<file path="config.mk">
export PLATFORM = sky130hd
export DESIGN_NAME = cas_fifo
export DESIGN_NICKNAME = d
export VERILOG_FILES = /design/src/rtl/cas_fifo_pkg.sv /design/src/rtl/cas_lane.sv /design/src/rtl/cas_store.sv /design/src/rtl/cas_slice.sv /design/src/rtl/cas_fifo.sv
export SDC_FILE = /design/constraint.sdc
export NUM_CORES = 1
export LEC_CHECK = 0
export CORE_ASPECT_RATIO = 0.9
export CORE_MARGIN = 10
export CORE_UTILIZATION = 50
export CTS_CLUSTER_SIZE = 28
export DETAILED_ROUTE_END_ITERATION = 8
export GPL_ROUTABILITY_DRIVEN = 0
export PLACE_DENSITY = 0.73
export SYNTH_ARGS = -nofsm -noshare
export SYNTH_HDL_FRONTEND = slang
export SYNTH_SLANG_ARGS = --single-unit
</file>
<file path="constraint.sdc">
create_clock -name clk -period 2.6 [get_ports clk]
set_input_delay 0.52 -clock clk [delete_from_list [all_inputs] [get_ports clk]]
set_output_delay 0.52 -clock clk [all_outputs]
set_load 0.05 [all_outputs]
</file>
<file path="src/rtl/cas_fifo_pkg.sv">
package cas_fifo_pkg;

  // Pointer width needed to address a slice of the given depth.
  function automatic int unsigned ptr_bits(input int unsigned depth);
    return (depth < 2) ? 1 : $clog2(depth);
  endfunction

  // Count width that can hold the value depth itself.
  function automatic int unsigned cnt_bits(input int unsigned depth);
    return $clog2(depth + 1);
  endfunction

  // Next physical location, wrapping after the last one.
  function automatic int unsigned wrap_step(input int unsigned cur, input int unsigned depth);
    return (cur == depth - 1) ? 0 : cur + 1;
  endfunction

  // Ring neighbour that feeds slice k.
  function automatic int unsigned ring_prev(input int unsigned k, input int unsigned slices);
    return (k + slices - 1) % slices;
  endfunction

endpackage

</file>
<file path="src/rtl/cas_lane.sv">
// One permission lane: a token plus the local pointer it drives.
module cas_lane #(
  parameter int DEPTH = 8,
  parameter int AW    = cas_fifo_pkg::ptr_bits(DEPTH)
) (
  input  logic          clk,
  input  logic          rst_n,
  input  logic          init_own,
  input  logic          req,
  input  logic          ok,
  input  logic          pass_in,
  output logic          fire,
  output logic          pass_out,
  output logic          own,
  output logic [AW-1:0] ptr
);
  localparam logic [AW-1:0] LAST = AW'(DEPTH - 1);

  assign fire     = req & own & ok;
  assign pass_out = fire & (ptr == LAST);

  always_ff @(posedge clk) begin
    if (!rst_n) begin
      own <= init_own;
      ptr <= '0;
    end else begin
      own <= pass_in | (own & ~pass_out);
      if (fire) ptr <= AW'(cas_fifo_pkg::wrap_step(int'(ptr), DEPTH));
    end
  end

  // handing the token on leaves this lane without it
  a_r6_pass_releases: assert property (@(posedge clk) disable iff (!rst_n)
    pass_out && !pass_in |=> !own);
  // an incoming pass always lands
  a_r6_pass_lands: assert property (@(posedge clk) disable iff (!rst_n)
    pass_in |=> own);
  // a pass leaves the pointer at location zero
  a_r8_wrap_zero: assert property (@(posedge clk) disable iff (!rst_n)
    pass_out |=> (ptr == '0));
endmodule

</file>
<file path="src/rtl/cas_store.sv">
// Local word storage with a registered read port.
module cas_store #(
  parameter int WIDTH = 9,
  parameter int DEPTH = 8,
  parameter int AW    = cas_fifo_pkg::ptr_bits(DEPTH)
) (
  input  logic             clk,
  input  logic             we,
  input  logic [AW-1:0]    waddr,
  input  logic [WIDTH-1:0] wdata,
  input  logic             re,
  input  logic [AW-1:0]    raddr,
  output logic [WIDTH-1:0] rdata
);
  logic [WIDTH-1:0] mem [DEPTH];

  always_ff @(posedge clk) begin
    if (we) mem[waddr] <= wdata;
    if (re) rdata <= mem[raddr];
  end
endmodule

</file>
<file path="src/rtl/cas_slice.sv">
// One cascadable slice: two token lanes, storage and local occupancy.
module cas_slice #(
  parameter int WIDTH = 9,
  parameter int DEPTH = 8
) (
  input  logic             clk,
  input  logic             rst_n,
  input  logic             first_load,
  input  logic             wr_en,
  input  logic [WIDTH-1:0] wdata,
  input  logic             rd_en,
  input  logic             xin_wr,
  input  logic             xin_rd,
  output logic             xout_wr,
  output logic             xout_rd,
  output logic             wtok,
  output logic             rtok,
  output logic [WIDTH-1:0] rdata,
  output logic             rvalid,
  output logic             empty,
  output logic             full
);
  localparam int AW = cas_fifo_pkg::ptr_bits(DEPTH);
  localparam int CW = cas_fifo_pkg::cnt_bits(DEPTH);
  localparam logic [CW-1:0] FULL_CNT = CW'(DEPTH);

  logic [CW-1:0] cnt;
  logic [AW-1:0] wp, rp;
  logic          wr_fire, rd_fire;

  assign empty = (cnt == '0);
  assign full  = (cnt == FULL_CNT);

  cas_lane #(.DEPTH(DEPTH), .AW(AW)) u_wlane (
    .clk(clk), .rst_n(rst_n), .init_own(first_load), .req(wr_en), .ok(~full),
    .pass_in(xin_wr), .fire(wr_fire), .pass_out(xout_wr), .own(wtok), .ptr(wp));

  cas_lane #(.DEPTH(DEPTH), .AW(AW)) u_rlane (
    .clk(clk), .rst_n(rst_n), .init_own(first_load), .req(rd_en), .ok(~empty),
    .pass_in(xin_rd), .fire(rd_fire), .pass_out(xout_rd), .own(rtok), .ptr(rp));

  cas_store #(.WIDTH(WIDTH), .DEPTH(DEPTH), .AW(AW)) u_store (
    .clk(clk), .we(wr_fire), .waddr(wp), .wdata(wdata),
    .re(rd_fire), .raddr(rp), .rdata(rdata));

  always_ff @(posedge clk) begin
    if (!rst_n) begin
      cnt    <= '0;
      rvalid <= 1'b0;
    end else begin
      cnt    <= cnt + CW'(wr_fire) - CW'(rd_fire);
      rvalid <= rd_fire;
    end
  end

  // a full slice stays full until it gives up a word
  a_r3_full_holds: assert property (@(posedge clk) disable iff (!rst_n)
    full && !rd_fire |=> full);
  // an empty slice stays empty until it takes a word
  a_r4_empty_holds: assert property (@(posedge clk) disable iff (!rst_n)
    empty && !wr_fire |=> empty);
  // local read data is flagged exactly one cycle after the local read
  a_r5_slice_latency: assert property (@(posedge clk) disable iff (!rst_n)
    rd_fire |=> rvalid);
endmodule

</file>
<file path="src/rtl/cas_fifo.sv">
// Ring of cascaded slices forming one deep FIFO.
module cas_fifo #(
  parameter int WIDTH  = 9,
  parameter int DEPTH  = 8,
  parameter int SLICES = 3
) (
  input  logic             clk,
  input  logic             rst_n,
  input  logic             wr_en,
  input  logic [WIDTH-1:0] wdata,
  input  logic             rd_en,
  output logic [WIDTH-1:0] rdata,
  output logic             rvalid,
  output logic             empty,
  output logic             full
);
  logic [SLICES-1:0] xo_wr, xo_rd, xi_wr, xi_rd;
  logic [SLICES-1:0] wtok_v, rtok_v, rv_v, em_v, fu_v;
  logic [WIDTH-1:0]  sl_rd [SLICES];

  for (genvar k = 0; k < SLICES; k++) begin : g_slice
    localparam int PREV = cas_fifo_pkg::ring_prev(k, SLICES);
    assign xi_wr[k] = xo_wr[PREV];
    assign xi_rd[k] = xo_rd[PREV];

    cas_slice #(.WIDTH(WIDTH), .DEPTH(DEPTH)) u_slice (
      .clk(clk), .rst_n(rst_n), .first_load(k == 0),
      .wr_en(wr_en), .wdata(wdata), .rd_en(rd_en),
      .xin_wr(xi_wr[k]), .xin_rd(xi_rd[k]),
      .xout_wr(xo_wr[k]), .xout_rd(xo_rd[k]),
      .wtok(wtok_v[k]), .rtok(rtok_v[k]),
      .rdata(sl_rd[k]), .rvalid(rv_v[k]),
      .empty(em_v[k]), .full(fu_v[k]));
  end

  assign empty  = &em_v;
  assign full   = &fu_v;
  assign rvalid = |rv_v;

  always_comb begin
    rdata = '0;
    for (int k = 0; k < SLICES; k++)
      if (rv_v[k]) rdata = rdata | sl_rd[k];
  end

  // one write token and one read token in the ring
  a_r6_wtok_single: assert property (@(posedge clk) disable iff (!rst_n)
    $countones(wtok_v) == 1);
  a_r6_rtok_single: assert property (@(posedge clk) disable iff (!rst_n)
    $countones(rtok_v) == 1);
  // at most one pass pulse of each kind per cycle
  a_r6_pass_single: assert property (@(posedge clk) disable iff (!rst_n)
    $onehot0(xo_wr) && $onehot0(xo_rd));
  // a data beat is always caused by an accepted read
  a_r5_rvalid_cause: assert property (@(posedge clk) disable iff (!rst_n)
    rvalid |-> $past(rd_en && !empty));
  // only one slice drives read data at a time
  a_r2_one_source: assert property (@(posedge clk) disable iff (!rst_n)
    $onehot0(rv_v));
  // composite flags never both set
  a_r3_flags_exclusive: assert property (@(posedge clk) disable iff (!rst_n)
    !(full && empty));
endmodule

</file>
==> results.yml, run 1 <==
timing:
  slew_violations: 0
  hold_violations: 0
  rsz0062_at_grt: "false"
  period_needed_ns: 2.55
  slew_headroom_pct: 41.0
  setup_viol: 0
  max_clock_freq_mhz: 392
  clock_skew_ns: 0.0126
  worst_slew_pin_slew_ns: 0.884
  fin_crit_sh_pct: 98.1
cells_and_area:
  fin_util_pct: 58.8
  fin_nets: 750
  drive_gt1_share_pct: 20.1
  final_area_sq_mm: 0.0133
  stdcell_count: 1022
  num_antenna_cells: 0
  fillers: 1623
  syn_to_final_growth_pct: 15.0
  regArea_sq_mm: 0.00808
  multi_input_area_sq_mm: 0.00326
synth:
  syn_avg_cell_area_sq_um: 18.5
  synth-compound-area-share_pct: 2.01
  synth_nets: 673
  synth_top_flop_cell: "edfxtp_1"
  ys_ff_latch: 282
  syn_inst: 627
  async_reset_ff_share_pct: 0
  yosysSeqAreaShare_pct: 69.8
  ys_warn_count: 0
  synth_top_family_by_area: "multiplexers"
  synthSimpleGateAreaFrac_pct: 5.65
  synth_mux_area_share_pct: 16.1
  synth_edf_count: 243
  yosysUniqueCellTypes: 44
  synth_xor_area_share_pct: 0.227
  synthAdderAreaFrac_pct: 3.76
  syn_area_sq_mm: 0.0116
drt:
  drt_iter0_markers: 519
  dr.pass1.iters: 5
  vias: 5996
  drc: 0
  vias_per_cell: 5.87
  wirelength_mm: 23.0
  detail_route.wl_per_cell_um: 22.5
  drtAntennaViolNets: 0
setup_path:
  rrSetupSlack_ns: 0.09
  required_ns: 2.08
  crit_arrival_ns: 2.03
  reg2reg_from: "g_slice[1].u_slice.cnt[3]"
  criticalPathCategory: "reg2out"
  path_max_fanout: 1
  cp-start-kind: "flop"
  rr_endpoint: "g_slice[1].u_slice.cnt[2]"
  r2r_cells: 11
  critPathCaptureType: "output pin"
min_path:
  whs_endpoint: "g_slice[2].u_slice.u_rlane.own"
  hold_class: "reg2reg"
  min_delay_path_depth: 2
  holdCritStartpoint: "g_slice[2].u_slice.u_rlane.own"
clock_tree:
  clkTransAtPathRegs_ns: 0.06
  postCtsSetupRepairBufs: 0
  insertion_delay_ns: 0.54
  cts_tree: "built"
  cts_root_buffer: "clkbuf_16"
  numCtsBuffers: 28
  clk_path_buf_depth: 3
  cts_sinks: 282
  htreeDepth: 1
global_routing:
  overflow: 0
  grtUsageTotal_pct: 15.4
  grt_max_degree: 42
  grt_pass1_wl_mm: 35.9
  grt_pass1_vias: 6230
  antenna_found_initial: 0
run:
  maxCapViolCount: 0
outcome:
  outcome: "finished clean"
placement:
  dp.cells: 971
  dpl_cell_area_sq_mm: 0.0125
  portBuffers: 24
  place.detailed.hpwl_mm: 15.1
pwr:
  p_leak_uw: 0.00458
  power.density_mw_per_mm2: 754
  vdd_drop_max_mv: 0.660
die:
  die_h_um: 164
  dieWidth_um: 180
  ioPinCount: 25
  core_sq_mm: 0.0226
  rows: 52
  start_util_pct: 51.1
  dieArea_sq_mm: 0.0296
registers in the layout, summed over array words and instances (netlist names):
name	cells
g_slice.u_slice.u_store.mem	216
g_slice.u_slice.cnt	12
g_slice.u_slice.u_wlane.own	3
g_slice.u_slice.u_store.rdata	27
g_slice.u_slice.u_rlane.ptr	9
g_slice.u_slice.rvalid	3
g_slice.u_slice.u_wlane.ptr	9
g_slice.u_slice.u_rlane.own	3
worst max path at each step:
stage                                              from                        end
floorplan                     g_slice[2].u_slice.cnt[2]  g_slice[2].u_slice.cnt[2]
global placement                                  rd_en  g_slice[1].u_slice.cnt[2]
detailed placement                                rd_en  g_slice[1].u_slice.cnt[2]
CTS                 g_slice[0].u_slice.u_store.rdata[5]                   rdata[5]
global route        g_slice[0].u_slice.u_store.rdata[6]                   rdata[6]
finish              g_slice[0].u_slice.u_store.rdata[6]                   rdata[6]
critical path, stage by stage, from the launching register on:
cell and delay [ns]:
edfxtp_1 0.45, a222oi_1 0.53, inv_1 0.07, dlygate4sd2_1 0.44
metal layers:
metal | track usage [%] | wire, um | vias to the layer above
li1 | - | - | 2675
met1 | 20.2 | 9850 | 3111
met2 | 26.0 | 11400 | 177
met3 | 3.17 | 1420 | 33
met4 | 3.76 | 395 | 0
met5 | 0 | 0 | -
what timing repair did:
item,CTS,global route
pin swaps,0,3
endpoints found under the hold margin,0,0
gates resized for setup,10,7
endpoints found under the setup margin,10,3
hold buffers,0,0
metrics by stage:
stage	setup slack [ns]	power, uW	hold WS (ns)	TNS, ns
finish	0.0483	10000	0.520	0
global route	0.00145	10400	0.556	0
CTS	0.0258	10100	0.517	0
detailed placement	-0.0803	6410	0.509	-0.120
global placement	-0.00268	6340	0.489	-0.00268
floorplan	0.00146	5980	0.462	0
where the power goes:
group,internal [uW],leakage (uW),total (uW),switching (uW)
sequential,5090,0.00251,5210,114
combinational,475,0.00166,1080,609
clock,2110,0.000415,3740,1640
total,7680,0.00458,10000,2360
cell usage after synthesis (4+ instances only):
master    count  area (sq um)
a21oi_1       9          45.0
mux2i_1      16           160
o21ai_0       6          30.0
nor3_1       10          50.1
clkbuf_1      7          26.3
inv_1        31           116
mux2_2       27           304
nand2b_1      5          31.3
nor3b_1       8          60.1
nand4_1       5          31.3
buf_1         6          22.5
buf_2         8          40.0
nand3_1       7          35.0
nor4_1        4          25.0
ha_1         30           375
dfxtp_1      39           781
a222oi_1      9          90.1
nor4b_1       4          35.0
and2_1        7          43.8
nor2_1       15          56.3
mux4_2        5           113
nand2_1      33           124
nand3b_1      5          37.5
buf_6         6          67.6
mux4_1       49          1290
edfxtp_1    243          7300
placed cells by master (no fill, tap or decap), types with 9 or more instances in the layout:
cell and count:
nand2_1 33, mux4_1 49, buf_4 50, inv_1 30
nor3_1 10, clkbuf_16 28, a222oi_1 9, ha_1 28
a21oi_1 9, mux2i_1 16, dfxtp_1 39, clkdlybuf4s50_1 12
edfxtp_1 243, mux2_2 27, nor2_1 15
cell type report:
| type | instances | share of cell area [%] |
|---|---|---|
| Tap cell | 297 | 2.79 |
| Clock inverter | 17 | 0.912 |
| Clock buffer | 34 | 5.51 |
| Timing Repair Buffer | 74 | 4.63 |
| Inverter | 34 | 0.959 |
| Multi-Input combinational cell | 284 | 24.5 |
| Sequential cell | 282 | 60.7 |
logic make-up (layout without fill, tap and decap cells):
logic type / count (synthesis) / in the layout
AND/OR/NAND/NOR: 118 / 118
AO/OA/AOI/OAI: 33 / 33
flip-flops: 282 / 282
multiplexers: 97 / 97
adder cells (fa/ha/maj): 33 / 33
XOR/XNOR: 3 / 3
buffers and inverters: 61 / 159
(Power assumes the default switching activity.)
==> run 2, diff against run 1 <==
--- a/config.mk
+++ b/config.mk
@@ -7,11 +7,10 @@
 export LEC_CHECK = 0
 export CORE_ASPECT_RATIO = 0.9
 export CORE_MARGIN = 10
-export CORE_UTILIZATION = 50
+export CORE_UTILIZATION = 40
 export CTS_CLUSTER_SIZE = 28
 export DETAILED_ROUTE_END_ITERATION = 8
-export GPL_ROUTABILITY_DRIVEN = 0
-export PLACE_DENSITY = 0.73
+export PLACE_DENSITY = 0.61
 export SYNTH_ARGS = -nofsm -noshare
 export SYNTH_HDL_FRONTEND = slang
 export SYNTH_SLANG_ARGS = --single-unit
==> run 2 against run 1 <==
  * Setup slack better by 0.014 ns
  * Non-clock buffer count up 2
  * Global-route usage down 2.8 points
  * Via count down 1.5%
  * Flip-flop and latch count unchanged
  * Critical path depth unchanged
  * Fmax up 0.56%
  * Die area up 22%
  * Sequential share of layout area down 1.3 points
  * Worst hold slack worse by 0.026 ns
  * Cell count up 7.2%
  * Critical path type unchanged
==> results.yml, run 2 (synthesis gave the netlist of run 1 again) <==
outcome:
  outcome: "finished clean"
drt:
  routed-wl-met3_um: 935
  route.met2.wl_mm: 11.1
  top_layer: "met4"
  detail_route.wl_per_cell_um: 20.8
  dr.pass1.iters: 5
  wirelength_mm: 22.8
  drtAntennaViolNets: 0
  vias: 5906
  vias_per_cell: 5.39
  wl_met1_mm: 10.2
  drt_iter0_markers: 427
  drc: 0
min_path:
  min_delay_path_depth: 2
  holdCritStartpoint: "g_slice[2].u_slice.u_wlane.own"
  hold_class: "reg2reg"
  whs_endpoint: "g_slice[2].u_slice.u_wlane.own"
clock_tree:
  htreeDepth: 1
  cts_tree: "built"
  postCtsSetupRepairBufs: 0
  cts_sinks: 282
  clkTransAtPathRegs_ns: 0.06
  insertion_delay_ns: 0.55
  clk_path_buf_depth: 3
  cts_root_buffer: "clkbuf_16"
  numCtsBuffers: 29
cells_and_area:
  fin_nets: 753
  final_area_sq_mm: 0.0136
  multi_input_area_sq_mm: 0.00326
  top_regs: "g_slice.u_slice.u_store.mem (216), g_slice.u_slice.u_store.rdata (27), g_slice.u_slice.cnt (12)"
  mostFrequentLayoutCells: "edfxtp_1, buf_4, mux4_1"
  drive_gt1_share_pct: 21.8
  largest_reg_flops: 216
  largest-register: "g_slice.u_slice.u_store.mem"
  syn_to_final_growth_pct: 17.4
  num_antenna_cells: 0
  layout_commonest_cell: "edfxtp_1"
  fillers: 2382
  regArea_sq_mm: 0.00808
setup_path:
  rrSetupSlack_ns: 0.16
  required_ns: 2.08
  reg2reg_from: "g_slice[1].u_slice.cnt[2]"
  cp-start-kind: "flop"
  r2r_cells: 11
  rr_endpoint: "g_slice[1].u_slice.cnt[2]"
  criticalPathCategory: "reg2out"
  worstPathCellList: "a222oi_1, inv_1, dlygate4sd2_1"
  path_delay_family: "compound AO/OA/AOI/OAI gates"
  slowest_stage: "a222oi_1"
  path_buf_inv: 2
  critPathCaptureType: "output pin"
  max_stage_delay_ns: 0.52
  path_max_fanout: 10
  crit_arrival_ns: 2.02
placement:
  dpl_cell_area_sq_mm: 0.0126
  place_congestion: 0.794
  place.detailed.hpwl_mm: 14.8
  portBuffers: 24
global_routing:
  grt_max_degree: 42
  grtUsageTotal_pct: 12.7
  grt_pass1_vias: 6060
  overflow: 0
  grt_pass1_wl_mm: 35.6
  antenna_found_initial: 0
die:
  rows: 59
  ioPinCount: 25
  start_util_pct: 40.3
  dieWidth_um: 199
  die_h_um: 181
  dieArea_sq_mm: 0.0362
  core_sq_mm: 0.0287
timing:
  hold_violations: 0
  rsz0062_at_grt: "false"
  max_clock_freq_mhz: 394
  setup_viol: 0
  slew_headroom_pct: 39.3
  worst_slew_pin_slew_ns: 0.909
  slew_violations: 0
  clock_skew_ns: 0.0182
  period_needed_ns: 2.54
  setup_tns_ns: 0
  fin_crit_sh_pct: 97.6
pwr:
  power.density_mw_per_mm2: 787
  power_uw: 10700
  p_leak_uw: 0.00470
  vdd_drop_max_mv: 0.844
run:
  maxCapViolCount: 0
==> run 2: through the flow <==
step           util [%]  cells  setup slack (ns)  hold WS [ns]
5_1_grt            47.3   1096          0.000183         0.544
2_1_floorplan         -    627           0.00146         0.462
3_5_place_dp       43.8   1042           -0.0655         0.483
4_1_cts            47.4   1096          -0.00596         0.492
6_report           47.3   1096            0.0623         0.494
3_3_place_gp       43.8   1042          0.000975         0.476
==> run 2: power breakdown <==
part           internal (uW)  switching [uW]
Clock                   2740            1690
Sequential              5090             107
Combinational            473             594
==> run 2: worst register-to-register path, delay by kind of cell, from the launching register on <==
kind,cells,cell delay [ns]
XOR/XNOR,1,0.15
buffers and inverters,3,0.20
flip-flops,1,0.31
adder cells (fa/ha/maj),4,1.04
AND/OR/NAND/NOR,3,0.63
==> run 2: cell type report <==
| cell class | count | share of cell area (%) |
|---|---|---|
| inverter | 34 | 0.939 |
| clock inverter | 18 | 1.90 |
| tap | 366 | 3.37 |
| clock buffer | 36 | 5.75 |
| timing repair buffer | 76 | 4.61 |
| multi-input combinational | 284 | 24.0 |
| sequential | 282 | 59.4 |
==> run 2: how the worst max path moves through the flow <==
stage	start	to	slack (ns)	depth (start not counted)
after floorplan	g_slice[2].u_slice.cnt[2]	g_slice[2].u_slice.cnt[2]	0.001	11
after global placement	rd_en	g_slice[2].u_slice.cnt[2]	0.001	11
after detailed placement	rd_en	g_slice[1].u_slice.cnt[2]	-0.07	10
after CTS	g_slice[0].u_slice.rvalid	rdata[0]	-0.006	3
after global routing	g_slice[1].u_slice.rvalid	rdata[5]	0.0002	3
final	g_slice[1].u_slice.rvalid	rdata[5]	0.06	3
==> run 2: metal layers <==
metal,GRT usage [%],vias to the layer above
met5,0,-
met4,3.42,0
met3,1.94,38
met2,21.0,116
met1,16.9,3059
li1,-,2693
==> run 2: repair_timing <==
action,4_1_cts,5_1_grt
endpoints found under the hold margin,0,0
hold buffers,0,0
endpoints found under the setup margin,10,4
pin swaps,1,4
resized for setup,10,9
==> run 3, diff against run 2 <==
--- a/config.mk
+++ b/config.mk
@@ -5,6 +5,7 @@
 export SDC_FILE = /design/constraint.sdc
 export NUM_CORES = 1
 export LEC_CHECK = 0
+export CAP_MARGIN = 10
 export CORE_ASPECT_RATIO = 0.9
 export CORE_MARGIN = 10
 export CORE_UTILIZATION = 40
==> results of run 3 <==
Final layout, timing and power as in run 2 (identical DEF).
